`config.mk`:
```
export PLATFORM = sky130hd
export DESIGN_NAME = cmdlatch_regport
export DESIGN_NICKNAME = d
export VERILOG_FILES = /design/src/rtl/cmdlatch_regport.sv
export SDC_FILE = /design/constraint.sdc
export NUM_CORES = 1
export LEC_CHECK = 0
export BUFFER_PORTS_ARGS = -buffer_cell sky130_fd_sc_hd__buf_4
export CAP_MARGIN = 40
export CORE_MARGIN = 2
export CORE_UTILIZATION = 50
export DETAILED_ROUTE_END_ITERATION = 7
export PLACE_DENSITY = 0.71
export SLEW_MARGIN = 20
export SYNTH_ARGS = -nofsm -noshare
export SYNTH_HDL_FRONTEND = slang
export SYNTH_SLANG_ARGS = --single-unit
```
`constraint.sdc`:
```
create_clock -name clk -period 4 [get_ports clk]
set_input_delay 0.8 -clock clk [delete_from_list [all_inputs] [get_ports clk]]
set_output_delay 0.8 -clock clk [all_outputs]
set_load 0.02 [all_outputs]
```
`src/rtl/cmdlatch_regport.sv`:
```
module cmdlatch_regport #(
  parameter logic [2:0]  REV      = 3'd1,
  parameter int          NADR     = 3,
  parameter logic [11:0] ADR_BASE = 12'h010
) (
  input  logic        clk,
  input  logic        rst_n,
  input  logic        cmd_sel_n,
  input  logic        dat_sel_n,
  input  logic        rd_n,
  input  logic        wr_n,
  input  logic [15:0] wdata,
  output logic [15:0] rdata,
  input  logic [15:0] evt_i,
  output logic        soft_rst,
  output logic        irq
);
  localparam logic [11:0] OFS_ID  = 12'h0C0;
  localparam logic [11:0] OFS_GRR = 12'h026;
  localparam logic [11:0] OFS_IER = 12'h090;
  localparam logic [11:0] OFS_ISR = 12'h092;
  localparam logic [15:0] ID_VAL  = 16'h8870 | {12'h000, REV, 1'b0};

  // strobe bits: [0] command write, [1] data write, [2] data read
  logic [2:0] act, s1, s2, s3, fin;
  assign act = {~dat_sel_n & ~rd_n, ~dat_sel_n & ~wr_n, ~cmd_sel_n & ~wr_n};
  assign fin = s3 & ~s2;

  always_ff @(posedge clk or negedge rst_n)
    if (!rst_n) {s1, s2, s3} <= '0;
    else        {s1, s2, s3} <= {act, s1, s2};

  logic [15:0] cmd_q;
  logic        cmd_vld;
  always_ff @(posedge clk or negedge rst_n)
    if (!rst_n) begin
      cmd_q   <= '0;
      cmd_vld <= 1'b0;
    end else if (fin[0]) begin
      cmd_q   <= wdata;
      cmd_vld <= 1'b1;
    end else if (fin[1] | fin[2]) begin
      cmd_vld <= 1'b0;
    end

  logic [11:0] ofs;
  logic [3:0]  be;
  logic        hit, wr_go;
  assign ofs   = cmd_q[11:0];
  assign be    = cmd_q[15:12];
  assign hit   = cmd_vld && !ofs[0] && (be == (ofs[1] ? 4'b1100 : 4'b0011));
  assign wr_go = fin[1] && hit;

  logic        grr_q;
  logic [15:0] ier_q, isr_q, clr_mask;
  logic [15:0] adr_q [NADR];
  logic [NADR-1:0] adr_hit;

  for (genvar g = 0; g < NADR; g++) begin : g_adr
    assign adr_hit[g] = (ofs == ADR_BASE + 12'(2 * g));
  end

  assign clr_mask = (wr_go && ofs == OFS_ISR) ? wdata : 16'h0000;

  always_ff @(posedge clk or negedge rst_n)
    if (!rst_n) begin
      grr_q <= 1'b0;
      ier_q <= '0;
      isr_q <= '0;
      for (int i = 0; i < NADR; i++) adr_q[i] <= '0;
    end else begin
      isr_q <= (isr_q & ~clr_mask) | evt_i;
      if (wr_go && ofs == OFS_GRR) grr_q <= wdata[0];
      if (wr_go && ofs == OFS_IER) ier_q <= wdata;
      for (int i = 0; i < NADR; i++)
        if (wr_go && adr_hit[i]) adr_q[i] <= wdata;
    end

  logic [15:0] rd_val, adr_rd;
  always_comb begin
    adr_rd = '0;
    for (int i = 0; i < NADR; i++)
      if (adr_hit[i]) adr_rd = adr_rd | adr_q[i];
    if      (ofs == OFS_ID)  rd_val = ID_VAL;
    else if (ofs == OFS_GRR) rd_val = {15'h0000, grr_q};
    else if (ofs == OFS_IER) rd_val = ier_q;
    else if (ofs == OFS_ISR) rd_val = isr_q;
    else                     rd_val = adr_rd;
  end

  assign rdata    = hit ? rd_val : 16'h0000;
  assign soft_rst = grr_q;
  assign irq      = |(isr_q & ier_q);

  AST_ONE_ACCESS: assert property (@(posedge clk) disable iff (!rst_n)
    (fin != 3'b000) |=> (fin == 3'b000));
  AST_CMD_LATCH: assert property (@(posedge clk) disable iff (!rst_n)
    fin[0] |=> cmd_vld);
  AST_CMD_CONSUMED: assert property (@(posedge clk) disable iff (!rst_n)
    ((fin[1] | fin[2]) && !fin[0]) |=> !cmd_vld);
  AST_SOFT_RST_HOLD: assert property (@(posedge clk) disable iff (!rst_n)
    !fin[1] |=> $stable(soft_rst));
  AST_ISR_NO_SPONT: assert property (@(posedge clk) disable iff (!rst_n)
    (evt_i == 16'h0000) |=> ((isr_q & ~$past(isr_q)) == 16'h0000));
endmodule

```
==> flow_metrics.env, run 1 <==
export IMPL_status="completed"
export IMPL_syn_cell_area_um2=4972
export IMPL_r2r_cells=7
export IMPL_ir_drop_mv=0.2122
export IMPL_r2r_start="cmd_q[1]"
export IMPL_dp_cells=569
export IMPL_drtIter0Drc=220
export IMPL_vias=3425
export IMPL_cts_setup_buffers=0
export IMPL_fp_dieW_um=103.7
export IMPL_max_cap_viol_count=0
export IMPL_postSynthCellCount=389
export IMPL_drive_above_1_share_pct=38.27
export IMPL_cts_tree="yes"
export IMPL_htree_levels=3
export IMPL_diodes=0
export IMPL_cts_sinks=107
export IMPL_crit_chain="nor4_1 > nand4_2 > nor2_4 > a221oi_1 > nor3_1 > buf_4"
export IMPL_nets=486
export IMPL_clk_latency_ps=370
export IMPL_cp_required_ps=3200
export IMPL_synth_top_area_share_pct=53.85
export IMPL_syn_nets=427
export IMPL_cts_resized=0
export IMPL_use_met3_pct=5.412
export IMPL_place_gp_congestion=0.8857
export IMPL_initial_core_util_pct=51.11
export IMPL_cts_buffers=9
export IMPL_hold_class="in2async"
export IMPL_synth_area_leaders="dfrtp_1 54%, mux2_2 18%, mux2_1 3.4%"
export IMPL_synth_distinct_cells=48
export IMPL_clk_path_buf_depth=2
export IMPL_rsz0062_at_grt="no"
export IMPL_yosys_warnings=0
export IMPL_grt_pass1_wl_um=19520
export IMPL_clk_pin_slew_ps=100
export IMPL_setup_viol=0
export IMPL_crit_arrival_ps=2910
export IMPL_design_die_area_um2=10760
export IMPL_fmax_mhz=269.4
export IMPL_remaining_drc_errors=0
export IMPL_dpl_hpwl_um=8506
export IMPL_synthArstFlopShare_pct=100.0
export IMPL_grt_pass1_vias=3537
export IMPL_r2r_end="adr_q[33]"
export IMPL_track_usage_pct=23.33
export IMPL_ys_seq_area_share_pct=53.85
export IMPL_rows=36
export IMPL_vias_per_cell=5.855
export IMPL_ant_nets=0
export IMPL_reg2reg_slack_ps=1310
export IMPL_use_met2_pct=37.61
export IMPL_wl_per_cell_um=20.41
export IMPL_slew_headroom_pct=54.34
export IMPL_synthFlopType="dfrtp_1"
export IMPL_area_growth_pct=15.68
export IMPL_ctsHoldBuffers=0
export IMPL_worst_pin_slew_ps=679.6
export IMPL_cp_max_fo=19
export IMPL_final_setup_worst_slack_ps=288.2
export IMPL_startpoint_type="flip-flop"
export IMPL_hold_viol=0
export IMPL_first_pass_iters=5
export IMPL_coreArea_um2=9729
export IMPL_grt_remaining_overflow=0
export IMPL_powerDensity_nw_per_um2=354.9
export IMPL_final_cells=585
export IMPL_post_synth_top_area_cell="dfrtp_1"
export IMPL_fin_crit_sh_pct=92.79
export IMPL_drt_wl_total_um=11940
export IMPL_slowest_delay_ps=580
export IMPL_die_y_um=103.7
export IMPL_grt_busiest_layer="met2"
export IMPL_min_period_ps=3712
export IMPL_grtUsageMet1_pct=32.31
export IMPL_critPathSlowestCell="nand4_2"
export IMPL_synth_edf_count=0
export IMPL_io_pins=56
export IMPL_pre_cts_ws_ps=716.2
export IMPL_cp_end_kind="primary output"
export IMPL_power_leakage_uw=0.002601
export IMPL_port_buffers=55
export IMPL_clockRootBuffer="clkbuf_8"
export IMPL_finalMaxSlewViolations=0
export IMPL_synth_seq_cells=107
export IMPL_skew_ps=12.43
export IMPL_tns_ps=0
export IMPL_grt_antenna_before_repair=0
export IMPL_crit_type="reg2out"
export IMPL_synth_area_per_cell_um2=12.78
export IMPL_grt_max_degree=66
sequential cells by signal, summed over array words and instances, names as in the netlist:
signal	count
s2	3
s3	3
soft_rst	1
adr_q	48
cmd_vld	1
s1	3
cmd_q	16
ier_q	16
isr_q	16
logic make-up (layout without fill, tap and decap cells):
kind of cell | Yosys count | in the layout | synth area share [%]
compound gates | 68 | 68 | 9.436
buf+inv | 24 | 87 | 2.642
flops | 107 | 107 | 53.85
mux | 103 | 103 | 23.07
simple gates | 87 | 87 | 11.00
routing by layer:
metal  up-vias  share of wire (%)
li1       1557                  -
met1      1759                 44
met2        98                 49
met3        11                5.8
met4         0                1.1
met5         -                  0
placed cells by master (no fill, tap or decap), types with 5 or more instances in the layout:
cell type  Yosys  final
a211oi_1       6      6
a21o_1        16     16
a21oi_1       19     18
a221oi_1      10     10
buf_4          3     66
clkbuf_8       0      9
dfrtp_1      107    107
mux2_1        15     15
mux2_2        78     78
mux2i_1       10     10
nand2_1        5      5
nand3_1       23     23
nor2_1        19     19
nor2b_1        5      5
nor3_1         7      7
cell usage after synthesis, types with 4 or more instances:
master	instances
dfrtp_1	107
mux2_2	78
nand3_1	23
a21oi_1	19
nor2_1	19
a21o_1	16
mux2_1	15
a221oi_1	10
mux2i_1	10
buf_2	9
nor3_1	7
a211oi_1	6
nand2_1	5
nor2b_1	5
a22o_1	4
a22oi_1	4
o21ai_0	4
how the worst max path moves through the flow:
stage	startpoint	endpoint	slack [ps]
global placement	cmd_q[2]	rdata[10]	830
CTS	cmd_q[2]	rdata[10]	300
finish	cmd_q[2]	rdata[10]	290
floorplan	cmd_q[9]	rdata[3]	1160
global route	cmd_q[2]	rdata[14]	60
detailed placement	cmd_q[2]	rdata[10]	720
layout make-up:
cell class                 instances  area (um2)
inverter                           4       15.01
fill                             833        3978
clock inverter                     4       51.30
timing repair buffer              68       543.0
multi-input combinational        258        2167
tap                              133       166.4
clock buffer                      11       131.4
sequential                       107        2678
critical path: cells and delay by family, from the launching register on:
| family | cells | cell delay (ps) |
|---|---|---|
| flip-flops | 1 | 550 |
| buffers and inverters | 1 | 190 |
| AND/OR/NAND/NOR | 4 | 1660 |
| AO/OA/AOI/OAI | 1 | 140 |
power by group:
part           switching (uW)  internal [uW]
Combinational             115            107
Clock                     358            288
Sequential               49.1           1120
metrics by stage:
stage | instance area (um2) | total power, uW | hold slack, ps | util [%]
floorplan | 4972 | 1303 | 331.2 | -
global placement | 5542 | 1404 | 332.8 | 56.96
CTS | 5724 | 2066 | 369.6 | 58.83
finish | 5752 | 2041 | 241.4 | 59.12
detailed placement | 5542 | 1415 | 339.5 | 56.96
global route | 5752 | 2136 | 214.9 | 59.12
(Power assumes the default switching activity.)
==> run 2: changes to the inputs <==
- BUFFER_PORTS_ARGS: -buffer_cell sky130_fd_sc_hd__buf_4 -> -buffer_cell sky130_fd_sc_hd__buf_2
==> run 2 against run 1 <==
Effect of this change:
- critical path type unchanged
- final cell count up 0.17%
- largest power group unchanged
- design area down 2.7%
- maximum frequency up 2.8%
==> flow_metrics.env, run 2 (synthesis results as in run 1) <==
export IMPL_htree_levels=3
export IMPL_area_growth_pct=12.58
export IMPL_crit_chain="nor4_1 > nand4_2 > buf_4 > nor2_4 > a221oi_1 > nor3_1 > buf_2"
export IMPL_startpoint_type="flip-flop"
export IMPL_die_y_um=103.7
export IMPL_pre_cts_ws_ps=839.2
export IMPL_final_cell_mix="107 x dfrtp_1, 78 x mux2_2, 54 x buf_2"
export IMPL_slew_headroom_pct=48.82
export IMPL_ant_nets=0
export IMPL_drive_above_1_share_pct=38.85
export IMPL_cts_buffers=9
export IMPL_first_pass_iters=4
export IMPL_grt_antenna_before_repair=0
export IMPL_grt_max_degree=48
export IMPL_fin_area_um2=5598
export IMPL_setup_viol=0
export IMPL_finalMaxSlewViolations=0
export IMPL_grt_remaining_overflow=0
export IMPL_utilization_pct=57.54
export IMPL_design_die_area_um2=10760
export IMPL_r2r_cells=6
export IMPL_vias=3465
export IMPL_rows=36
export IMPL_reg2reg_slack_ps=1230
export IMPL_nets=486
export IMPL_fmax_mhz=276.9
export IMPL_initial_core_util_pct=51.11
export IMPL_crit_end="rdata[10]"
export IMPL_multi_input_area_um2=2167
export IMPL_cts_tree="yes"
export IMPL_diodes=0
export IMPL_skew_ps=11.43
export IMPL_drtIter0Drc=259
export IMPL_clk_latency_ps=380
export IMPL_hold_path_depth=0
export IMPL_fin_crit_sh_pct=90.27
export IMPL_vias_per_cell=5.913
export IMPL_hold_class="reg2reg"
export IMPL_critPathSlowestCell="dfrtp_1"
export IMPL_regMostFlops="adr_q"
export IMPL_wl_per_cell_um=20.31
export IMPL_cp_required_ps=3200
export IMPL_r2r_start="cmd_q[9]"
export IMPL_clk_pin_slew_ps=100
export IMPL_regArea_um2=2678
export IMPL_dpl_hpwl_um=8563
export IMPL_cp_startpoint="cmd_q[2]"
export IMPL_largest_register_ff_count=48
export IMPL_remaining_drc_errors=0
export IMPL_fp_dieW_um=103.7
export IMPL_ir_drop_mv=0.2874
export IMPL_io_pins=56
export IMPL_cts_setup_buffers=0
export IMPL_cts_sinks=107
export IMPL_place_gp_congestion=0.9022
export IMPL_tns_ps=0
export IMPL_cp_end_kind="primary output"
export IMPL_max_cap_viol_count=0
export IMPL_clk_path_buf_depth=2
export IMPL_crit_type="reg2out"
export IMPL_coreArea_um2=9729
export IMPL_min_period_ps=3611
export IMPL_grt_pass1_vias=3647
export IMPL_final_common_cell="dfrtp_1"
export IMPL_placed_area_um2=5414
export IMPL_grt_pass1_wl_um=19640
export IMPL_clockRootBuffer="clkbuf_8"
export IMPL_cts_resized=0
export IMPL_status="completed"
export IMPL_path_depth=7
export IMPL_fillers=852
export IMPL_ctsHoldBuffers=0
export IMPL_path_buf_inv=2
export IMPL_power_leakage_uw=0.002556
export IMPL_rsz0062_at_grt="no"
export IMPL_powerDensity_nw_per_um2=352.7
export IMPL_crit_arrival_ps=2810
export IMPL_crit_family="simple AND/OR/NAND/NOR gates"
export IMPL_drt_wl_total_um=11900
export IMPL_hold_viol=0
export IMPL_cp_max_fo=19
export IMPL_worst_pin_slew_ps=761.9
export IMPL_r2r_end="adr_q[4]"
export IMPL_port_buffers=55
export IMPL_slowest_delay_ps=550
export IMPL_final_setup_worst_slack_ps=389.2
export IMPL_track_usage_pct=23.65
run 2: routing by layer:
| metal | part of all wire (%) | wire length [um] | global-route usage [%] |
|---|---|---|---|
| met1 | 43 | 5149 | 32.43 |
| met2 | 49 | 5854 | 38.13 |
| met3 | 5.1 | 608 | 4.720 |
| met4 | 2.4 | 288 | 7.625 |
| met5 | 0 | 0 | 0 |
run 2: worst register-to-register path, cell delays in order, from the launching register on:
cell and delay, ps:
dfrtp_1 420, nor4_4 460, nand2_4 150, nor3_4 460, and2_1 520, buf_4 280
mux2_2 350
run 2: power by group:
part,internal [uW],leakage [uW],total [uW],switching (uW)
Combinational,99.7,0.00115,219,120
Clock,223,0.0000770,590,367
Sequential,1120,0.00133,1170,41.6
run 2: through the flow:
| stage | power, uW | hold slack [ps] | cells |
|---|---|---|---|
| final | 1974 | 361.1 | 586 |
| after global routing | 2068 | 375.9 | 586 |
| after CTS | 1986 | 368.1 | 585 |
| after detailed placement | 1403 | 344.3 | 569 |
| after global placement | 1392 | 336.2 | 568 |
| after floorplan | 1303 | 331.2 | 389 |
run 2: area by class of cell:
type / count / area share [%]
Sequential cell: 107 / 47.83
Multi-Input combinational cell: 258 / 38.71
Tap cell: 133 / 2.973
Clock inverter: 7 / 0.8046
Timing Repair Buffer: 68 / 7.197
Clock buffer: 9 / 2.213
Inverter: 4 / 0.2682
run 2: worst min-delay path by stage:
stage	startpoint	to	slack, ps
6_report	s1[0]	s2[0]	360
5_1_grt	s1[0]	s2[0]	380
4_1_cts	s1[0]	s2[0]	370
3_5_place_dp	s1[0]	s2[0]	340
3_3_place_gp	s1[2]	s2[2]	340
2_1_floorplan	s1[0]	s2[0]	330
==> run 3: changes to the inputs <==
==> constraint.sdc (replaced) <==
create_clock -name clk -period 4 [get_ports clk]
set_input_delay 0.8 -clock clk [delete_from_list [all_inputs] [get_ports clk]]
set_output_delay 0.8 -clock clk [all_outputs]
set_load 0.1 [all_outputs]
==> run 3 against run 2 <==
Effect of this change:
- first-iteration DRC count shrank 8.5%
- routed wire length shrank 3.1%
- maximum frequency shrank 2.3%
- critical endpoint is now rdata[6]
- clock skew grew 6.0 ps
- critical path type unchanged
- hold slack gained 4.6 ps
- via count shrank 2.9%
- die area is the same
- sequential cell count is the same
- sequential share of layout area shrank 1.6 points
- combinational power shrank 7%
==> flow_metrics.env, run 3 (synthesis results as in run 1) <==
export IMPL_setup_viol=0
export IMPL_powerDensity_nw_per_um2=364.1
export IMPL_startpoint_type="flip-flop"
export IMPL_ir_drop_mv=0.2800
export IMPL_clk_latency_ps=370
export IMPL_nets=484
export IMPL_cp_max_fo=16
export IMPL_crit_family="simple AND/OR/NAND/NOR gates"
export IMPL_grt_pass1_wl_um=18540
export IMPL_slowest_delay_ps=650
export IMPL_largest_register_ff_count=48
export IMPL_grt_pass1_vias=3394
export IMPL_grt_max_degree=108
export IMPL_final_setup_worst_slack_ps=306.0
export IMPL_drtIter0Drc=237
export IMPL_port_buffers=55
export IMPL_min_period_ps=3694
export IMPL_power_leakage_uw=0.002588
export IMPL_wl_per_cell_um=19.75
export IMPL_cts_resized=0
export IMPL_cts_setup_buffers=0
export IMPL_fillers=825
export IMPL_tns_ps=0
export IMPL_dpl_hpwl_um=8099
export IMPL_clk_pin_slew_ps=110
export IMPL_fp_dieW_um=103.7
export IMPL_status="completed"
export IMPL_reg2reg_slack_ps=980
export IMPL_skew_ps=17.39
export IMPL_ant_nets=0
export IMPL_remaining_drc_errors=0
export IMPL_area_growth_pct=16.48
export IMPL_diodes=0
export IMPL_drt_wl_total_um=11530
export IMPL_die_y_um=103.7
export IMPL_first_pass_iters=4
export IMPL_critPathSlowestCell="dfrtp_1"
export IMPL_path_depth=6
export IMPL_final_cell_mix="107 x dfrtp_1, 78 x mux2_2, 47 x buf_2"
export IMPL_p_total_uw=2109
export IMPL_cts_buffers=9
export IMPL_design_die_area_um2=10760
export IMPL_cts_sinks=107
export IMPL_final_common_cell="dfrtp_1"
export IMPL_crit_end="rdata[6]"
export IMPL_rows=36
export IMPL_path_buf_inv=2
export IMPL_regArea_um2=2678
export IMPL_crit_top_cell="a21oi_1"
export IMPL_fmax_mhz=270.7
export IMPL_clk_path_buf_depth=2
export IMPL_hold_class="reg2reg"
export IMPL_grt_antenna_before_repair=0
export IMPL_cts_tree="yes"
export IMPL_initial_core_util_pct=51.11
export IMPL_slew_headroom_pct=48.96
export IMPL_io_pins=56
export IMPL_cp_end_kind="primary output"
export IMPL_fin_crit_sh_pct=92.35
export IMPL_coreArea_um2=9729
export IMPL_grt_remaining_overflow=0
export IMPL_multi_input_area_um2=2212
export IMPL_pre_cts_ws_ps=715.2
export IMPL_regMostFlops="adr_q"
export IMPL_crit_type="reg2out"
export IMPL_ctsHoldBuffers=0
export IMPL_r2r_start="cmd_q[1]"
export IMPL_worst_pin_slew_ps=759.7
export IMPL_r2r_end="ier_q[15]"
export IMPL_drive_above_1_share_pct=40.58
export IMPL_rsz0062_at_grt="no"
export IMPL_cp_startpoint="cmd_q[1]"
export IMPL_r2r_cells=6
export IMPL_htree_levels=3
export IMPL_utilization_pct=59.53
export IMPL_vias_per_cell=5.759
export IMPL_max_cap_viol_count=0
export IMPL_finalMaxSlewViolations=0
export IMPL_crit_chain="inv_2 > nand2_1 > nor3_1 > a21oi_1 > a21oi_1 > buf_2"
export IMPL_clockRootBuffer="clkbuf_8"
export IMPL_crit_arrival_ps=2890
export IMPL_place_gp_congestion=0.8211
export IMPL_vias=3363
export IMPL_hold_viol=0
export IMPL_track_usage_pct=22.34
export IMPL_cp_required_ps=3200
[run 3: cell types whose count changed in the layout (fill, tap and decap cells not counted), moves of 2 or more]
cell       change
nor3_1         -6
nor3_2         +6
buf_2          -7
bufinv_16      +2
a211oi_1       -3
buf_4          -4
clkinv_2       -3
a211oi_2       +3
buf_12         +8
[run 3: cell type report]
| type | count | area share (%) |
|---|---|---|
| multi-input cells | 258 | 38.19 |
| flip-flops and latches | 107 | 46.23 |
| clock buffers | 9 | 2.139 |
| repair buffers | 66 | 8.576 |
| well taps | 133 | 2.873 |
| clock inverters | 7 | 1.728 |
| inverters | 4 | 0.2592 |
[run 3: per-layer routing]
| metal | share of wire, % | vias up | wire length (um) | global-route usage [%] |
|---|---|---|---|---|
| met5 | 0 | - | 0 | 0 |
| met4 | 1.3 | 0 | 146 | 6.274 |
| met3 | 4.4 | 11 | 511 | 4.279 |
| met2 | 49 | 84 | 5614 | 35.19 |
| met1 | 46 | 1716 | 5259 | 31.90 |
| li1 | - | 1552 | - | - |
[run 3: worst min path at each step]
| stage | startpoint | to | slack (ps) | depth (start not counted) |
|---|---|---|---|---|
| 4_1_cts | s1[0] | s2[0] | 370 | 0 |
| 3_5_place_dp | s1[2] | s2[2] | 340 | 0 |
| 5_1_grt | s1[0] | s2[0] | 380 | 0 |
| 2_1_floorplan | s1[0] | s2[0] | 330 | 0 |
| 3_3_place_gp | s1[2] | s2[2] | 340 | 0 |
| 6_report | s1[0] | s2[0] | 370 | 0 |
[run 3: power by group]
part           internal (uW)  switching (uW)  total [uW]  leakage (uW)
sequential              1120            51.5        1170       0.00133
clock                    356             375         731      0.000102
combinational           94.0             109         203       0.00116
[run 3: worst reg2reg max path, cell delays in order (launching register included)]
cell,delay (ps)
dfrtp_1,650
nor4b_2,380
nand4b_1,180
a21oi_2,560
and3_1,580
buf_6,230
mux2_2,340
[run 3: stage by stage]
step                      std cells  hold slack (ps)  area (um2)
after floorplan                 389            331.2        5017
after global placement          565            335.7        5527
after detailed placement        566            336.3        5542
after CTS                       582            371.3        5766
after global routing            584            375.1        5792
final                           584            365.7        5792
